## config.mk

```make
export PLATFORM = sky130hd
export DESIGN_NAME = tirq_unit
export DESIGN_NICKNAME = d
export VERILOG_FILES = /design/src/rtl/tirq_pkg.sv /design/src/rtl/tirq_cmp_defer.sv /design/src/rtl/tirq_src_select.sv /design/src/rtl/tirq_flag_bank.sv /design/src/rtl/tirq_unit.sv
export SDC_FILE = /design/constraint.sdc
export NUM_CORES = 1
export LEC_CHECK = 0
export BUFFER_PORTS_ARGS = -buffer_cell sky130_fd_sc_hd__buf_2
export CORE_MARGIN = 2
export CORE_UTILIZATION = 44
export DETAILED_ROUTE_END_ITERATION = 12
export MAX_ROUTING_LAYER = met4
export PLACE_DENSITY = 0.72
export SLEW_MARGIN = 10
export SYNTH_ARGS = -nofsm -noshare
export SYNTH_HDL_FRONTEND = slang
export SYNTH_SLANG_ARGS = --single-unit
export TNS_END_PERCENT = 10
```

## constraint.sdc

```tcl
create_clock -name clk -period 0.9 [get_ports clk]
set_input_delay 0.045 -clock clk [delete_from_list [all_inputs] [get_ports clk]]
set_output_delay 0.045 -clock clk [all_outputs]
set_load 0.1 [all_outputs]
```

## src/rtl/tirq_pkg.sv

```systemverilog
package tirq_pkg;
  localparam int NSRC   = 4;
  localparam int DATA_W = 8;

  typedef enum logic [1:0] {
    SRC_OVF  = 2'd0,
    SRC_CMPA = 2'd1,
    SRC_CMPB = 2'd2,
    SRC_CAP  = 2'd3
  } src_e;

  // register bit position of each source (shared by flag and enable regs)
  function automatic int src_bit(input int s);
    case (s)
      0:       return 0;
      1:       return 1;
      2:       return 2;
      default: return 5;
    endcase
  endfunction

  function automatic logic [DATA_W-1:0] pack_src(input logic [NSRC-1:0] v);
    logic [DATA_W-1:0] r;
    r = '0;
    for (int s = 0; s < NSRC; s++) r[src_bit(s)] = v[s];
    return r;
  endfunction

  function automatic logic [NSRC-1:0] unpack_src(input logic [DATA_W-1:0] d);
    logic [NSRC-1:0] r;
    for (int s = 0; s < NSRC; s++) r[s] = d[src_bit(s)];
    return r;
  endfunction
endpackage

```

## src/rtl/tirq_cmp_defer.sv

```systemverilog
// Holds a compare match seen on one tick and releases it as a set pulse
// on the following tick. A forced strobe on the match tick discards it.
module tirq_cmp_defer #(
  parameter int NCH = 2
) (
  input  logic           clk,
  input  logic           rst,
  input  logic           tick,
  input  logic [NCH-1:0] match,
  input  logic [NCH-1:0] force_stb,
  output logic [NCH-1:0] set_out
);
  logic [NCH-1:0] pend_q;

  for (genvar c = 0; c < NCH; c++) begin : g_ch
    always_ff @(posedge clk) begin
      if (rst)       pend_q[c] <= 1'b0;
      else if (tick) pend_q[c] <= match[c] & ~force_stb[c];
    end
    assign set_out[c] = tick & pend_q[c];
  end
endmodule

```

## src/rtl/tirq_src_select.sv

```systemverilog
// Builds the per-source hardware set vector from the event inputs.
module tirq_src_select
  import tirq_pkg::*;
(
  input  logic            tick,
  input  logic            ovf_evt,
  input  logic            cap_evt,
  input  logic            at_top,
  input  logic            cap_is_top,
  input  logic [1:0]      cmp_set,
  output logic [NSRC-1:0] hw_set
);
  logic cap_src;

  always_comb begin
    cap_src            = cap_is_top ? at_top : cap_evt;
    hw_set             = '0;
    hw_set[SRC_OVF]    = tick & ovf_evt;
    hw_set[SRC_CMPA]   = cmp_set[0];
    hw_set[SRC_CMPB]   = cmp_set[1];
    hw_set[SRC_CAP]    = tick & cap_src;
  end
endmodule

```

## src/rtl/tirq_flag_bank.sv

```systemverilog
// Flag storage: set has priority over write-one-clear and acknowledge.
module tirq_flag_bank #(
  parameter int N = 4
) (
  input  logic         clk,
  input  logic         rst,
  input  logic [N-1:0] hw_set,
  input  logic [N-1:0] sw_clr,
  input  logic [N-1:0] ack_clr,
  output logic [N-1:0] flag_q
);
  for (genvar k = 0; k < N; k++) begin : g_flag
    always_ff @(posedge clk) begin
      if (rst)            flag_q[k] <= 1'b0;
      else if (hw_set[k]) flag_q[k] <= 1'b1;
      else if (sw_clr[k] | ack_clr[k]) flag_q[k] <= 1'b0;
    end
  end
endmodule

```

## src/rtl/tirq_unit.sv

```systemverilog
module tirq_unit
  import tirq_pkg::*;
#(
  parameter int W = DATA_W
) (
  input  logic            clk,
  input  logic            rst,
  input  logic            tick,
  input  logic            ovf_evt,
  input  logic            cmp_a_match,
  input  logic            cmp_b_match,
  input  logic            force_a,
  input  logic            force_b,
  input  logic            cap_evt,
  input  logic            at_top,
  input  logic            cap_is_top,
  input  logic            gie,
  input  logic [NSRC-1:0] vec_ack,
  input  logic            bus_we,
  input  logic            bus_re,
  input  logic            bus_sel,
  input  logic [W-1:0]    bus_wdata,
  output logic [W-1:0]    bus_rdata,
  output logic [NSRC-1:0] irq
);
  localparam logic SEL_FLAG = 1'b0;
  localparam logic SEL_EN   = 1'b1;

  logic [1:0]      cmp_set;
  logic [NSRC-1:0] hw_set;
  logic [NSRC-1:0] sw_clr;
  logic [NSRC-1:0] flag_q;
  logic [NSRC-1:0] en_q;
  logic [NSRC-1:0] wr_bits;

  tirq_cmp_defer #(.NCH(2)) u_defer (
    .clk       (clk),
    .rst       (rst),
    .tick      (tick),
    .match     ({cmp_b_match, cmp_a_match}),
    .force_stb ({force_b, force_a}),
    .set_out   (cmp_set)
  );

  tirq_src_select u_sel (
    .tick       (tick),
    .ovf_evt    (ovf_evt),
    .cap_evt    (cap_evt),
    .at_top     (at_top),
    .cap_is_top (cap_is_top),
    .cmp_set    (cmp_set),
    .hw_set     (hw_set)
  );

  assign wr_bits = unpack_src(bus_wdata[DATA_W-1:0]);
  assign sw_clr  = (bus_we && bus_sel == SEL_FLAG) ? wr_bits : '0;

  tirq_flag_bank #(.N(NSRC)) u_flags (
    .clk     (clk),
    .rst     (rst),
    .hw_set  (hw_set),
    .sw_clr  (sw_clr),
    .ack_clr (vec_ack),
    .flag_q  (flag_q)
  );

  always_ff @(posedge clk) begin
    if (rst)                               en_q <= '0;
    else if (bus_we && bus_sel == SEL_EN)  en_q <= wr_bits;
  end

  always_ff @(posedge clk) begin
    if (rst) irq <= '0;
    else     irq <= flag_q & en_q & {NSRC{gie}};
  end

  always_ff @(posedge clk) begin
    if (rst)         bus_rdata <= '0;
    else if (bus_re) bus_rdata <= (bus_sel == SEL_EN) ? pack_src(en_q) : pack_src(flag_q);
  end
endmodule

```

==> summary.md <==
| Metric | Value |
|---|---|
| Detailed Route Iter0 Violations | `10` |
| Setup violators final | `0` |
| Share of cells above drive strength 1 | `0.530` |
| Vias in the first global route | `620` |
| FP Rows | `15` |
| Total Nets Final | `about 140` |
| Crit-path max FO | `2` |
| Final HPWL from detailed placement | `approximately 1100 µm` |
| CP endpoint kind | `output port` |
| Final Hold Fails | `1` |
| RSZ-0062 raised after global routing | `true` |
| IO Count | `39` |
| Fin cells | `140` |
| Via count | `679` |
| CP required | `around 0.85 ns` |
| Initial antenna violation count | `0` |
| Count leader, synth | `dfxtp_1` |
| Seq/Total Area, Yosys | `0.438` |
| PwrDens | `approximately 1500 nW/µm²` |
| Failing checks | `hold timing` |
| Sw frac | `0.293` |
| Max-cap violation count | `0` |
| Post-Route WL | `1550 µm` |
| Hold Crit Start | `vec_ack[2]` |
| Gr usage total | `0.170` |
| Synth top area share | `0.438` |
| Status | `finished with violations` |
| GRT overflow | `0` |
| Post-synthesis cell count | `81` |
| Max incr delay on CP | `0.37 ns` |
| Worst Hold Endpoint | `u_flags.flag_q[2]` |
| Synth Cell Area | `just over 800 µm²` |
| Diodes inserted | `0` |
| Clk_lat worst skew | `0.29 ns` |
| Top area cells in the synthesized netlist | `dfxtp_1 (44%), mux2i_1 (6.1%), a21bo_2 (4.9%)` |
| Reg2Reg Depth | `2` |
| Worst-path cell chain | `buf_12` |
| Max H-tree Level | `1` |
| Synth cell count leaders | `dfxtp_1 (18), a21oi_1 (6), mux2i_1 (5)` |
| R2r setup slk | `about 0.019 ns` |
| Die Wd | `~47 µm` |
| Core ar. | `1750 µm²` |
| Async S/R FF share, synth | `0` |
| Final Cycle Share | `0.979` |
| Global-route wire length before repair | `2600 µm` |
| Arrival time worst endpoint | `0.84 ns` |
| Final Power | `about 1.7 mW` |
| F_max | `~1100 MHz` |
| Register area | `around 380 µm²` |
| CP bufs+invs | `1` |
| Critical Path Start Type | `register` |
| Worst hold path type | `input port to register` |
| Fillcell total | `between 150 and 200` |
| Port Buf Inserts | `30` |
| Routed Antenna Nets | `0` |
| Max Clock Skew | `0.00393 ns` |
| Final min period | `slightly below 0.9 ns` |
| Clock share of power | `0.286` |
| Placed Instances | `between 100 and 150` |
| Yosys reg bits | `18` |
| Sequential Power Share | `0.492` |
| Die ar. | `approximately 2200 µm²` |
| Worst path slowest cell | `dfxtp_2` |
| Main synth FF type | `dfxtp_1` |
| Int Pwr | `1.22 mW` |
| FF-to-FF End | `u_flags.flag_q[0]` |
| Setup CP Type | `register to output port` |
| CTS clk-pin slew, worst paths | `roughly 0.10 ns` |
| Yosys Warn Count | `0` |
| Average wire per standard cell | `11.1 µm` |
| Leakage power | `~0.52 nW` |
| Drt drc | `0` |
| Cts bufs inserted | `3` |
| Clock sinks | `18` |
| Slew Viols, Final | `0` |
| Delay-heaviest family, CP | `flip-flops` |
| Pre-antenna DRT Iters | `4` |
| Area leader, netlist | `dfxtp_1` |
| CTS tree | `yes` |
| Via-per-instance ratio | `a little under 5` |
| Setup crit start | `bus_rdata[2]` |
| Post-synth EDFFs | `0` |
| Largest net degree at the start of global routing | `17` |
| Hold_ws | `-0.00522 ns` |
| Highest ir drop seen on vdd | `821 µV` |
| Combinational power share | `0.222` |
| Die Y | `47.2 µm` |
| Initial Utilization | `0.471` |
| Area growth syn-to-layout | `42.3%` |
| Footprint of the multi-input gates | `~400 µm²` |
| Psw | `~0.50 mW` |
| Hold Path Depth | `3` |
| Gp weighted congestion | `0.728` |
| CTS max path bufs | `2` |
| Synth Area per Inst | `about 10 µm²` |
| Reg2reg start | `u_flags.flag_q[0]` |
| CTS Root Cell | `clkbuf_4` |
| Synth unique cells | `24` |
-- cells by family after synthesis --
family / count (synthesis) / synth area share
AOI/OAI and AO/OA: 18 / 0.155
buffers and inverters: 11 / 0.122
DFF: 18 / 0.438
muxes: 5 / 0.0609
other: 1 / 0.00456
and+or+nand+nor: 28 / 0.219
-- stage by stage --
step / area, µm² / hold slack, ns / TNS [ns] / setup slack, ns / utilization
after floorplan: 841 / 0.190 / -0.486 / -0.0900 / -
after global placement: 1050 / 0.308 / 0 / 0.0485 / 0.604
after detailed placement: 1050 / 0.316 / -0.00872 / -0.00872 / 0.604
after CTS: 1130 / -0.000518 / -0.00362 / -0.00362 / 0.647
after global routing: 1170 / 0.00211 / -0.103 / -0.0211 / 0.670
final: 1170 / -0.00522 / 0 / 0.0191 / 0.670
-- worst max-delay path by stage --
stage | end | slack, ns | depth (start not counted)
4_1_cts | u_flags.flag_q[0] | -0.004 | 2
3_5_place_dp | u_flags.flag_q[0] | -0.009 | 2
5_1_grt | bus_rdata[2] | -0.02 | 1
6_report | bus_rdata[2] | 0.02 | 1
3_3_place_gp | u_flags.flag_q[3] | 0.05 | 2
2_1_floorplan | bus_rdata[0] | -0.09 | 2
-- power groups by stage --
| stage | clock, mW | sequential (mW) | combinational [mW] |
|---|---|---|---|
| 6_report | 0.492 | 0.848 | 0.383 |
| 3_5_place_dp | 0 | 0.867 | 0.354 |
| 2_1_floorplan | 0 | 0.936 | 0.202 |
| 3_3_place_gp | 0 | 0.865 | 0.349 |
| 5_1_grt | 0.547 | 0.852 | 0.405 |
| 4_1_cts | 0.507 | 0.849 | 0.368 |
-- placed cells by master, fill, tap and decap left out --
cell and count:
nand3b_1 2, nand2b_1 2, nand3_1 4, nor2_1 4
or3b_4 2, clkbuf_8 1, a21bo_2 4, or3b_1 2
a211oi_1 4, inv_1 1, and3b_2 4, buf_2 22
a21oi_1 6, o22ai_2 1, mux2i_1 5, buf_12 8
dfxtp_2 10, o32ai_2 1, dlygate4sd3_1 3, nand2_1 3
conb_1 4, o22ai_1 2, nor2b_1 1, clkbuf_4 3
dfxtp_4 1, buf_4 4, and3_1 4, dfxtp_1 7
-- layer usage --
metal  track usage  wire, µm  vias up
met5             -         0        -
met4        0.0778         6        0
met3        0.0385        84        2
met2         0.276       776       26
met1         0.198       686      303
li1              -         -      348
-- flip-flops by register name, summed over array words and instances (netlist names) --
register        cells
irq                 4
en_q                4
u_flags.flag_q      4
u_defer.pend_q      2
bus_rdata           4
-- final cells by class --
cell class                      count  area share
Clock buffer                        4      0.0310
Inverter                            1     0.00321
Multi-Input combinational cell     55       0.335
Sequential cell                    18       0.322
Tap cell                           25      0.0267
Timing Repair Buffer               37       0.282
-- repair_timing --
item / 4_1_cts / 5_1_grt
endpoints found under the hold margin: 3 / 1
hold buffers: 2 / 1
endpoints found under the setup margin: 5 / 10
resized for setup: 6 / 5
setup buffers: 1 / 2
pin swaps: 1 / 1
No activity file was read; power rests on OpenSTA's default activity.
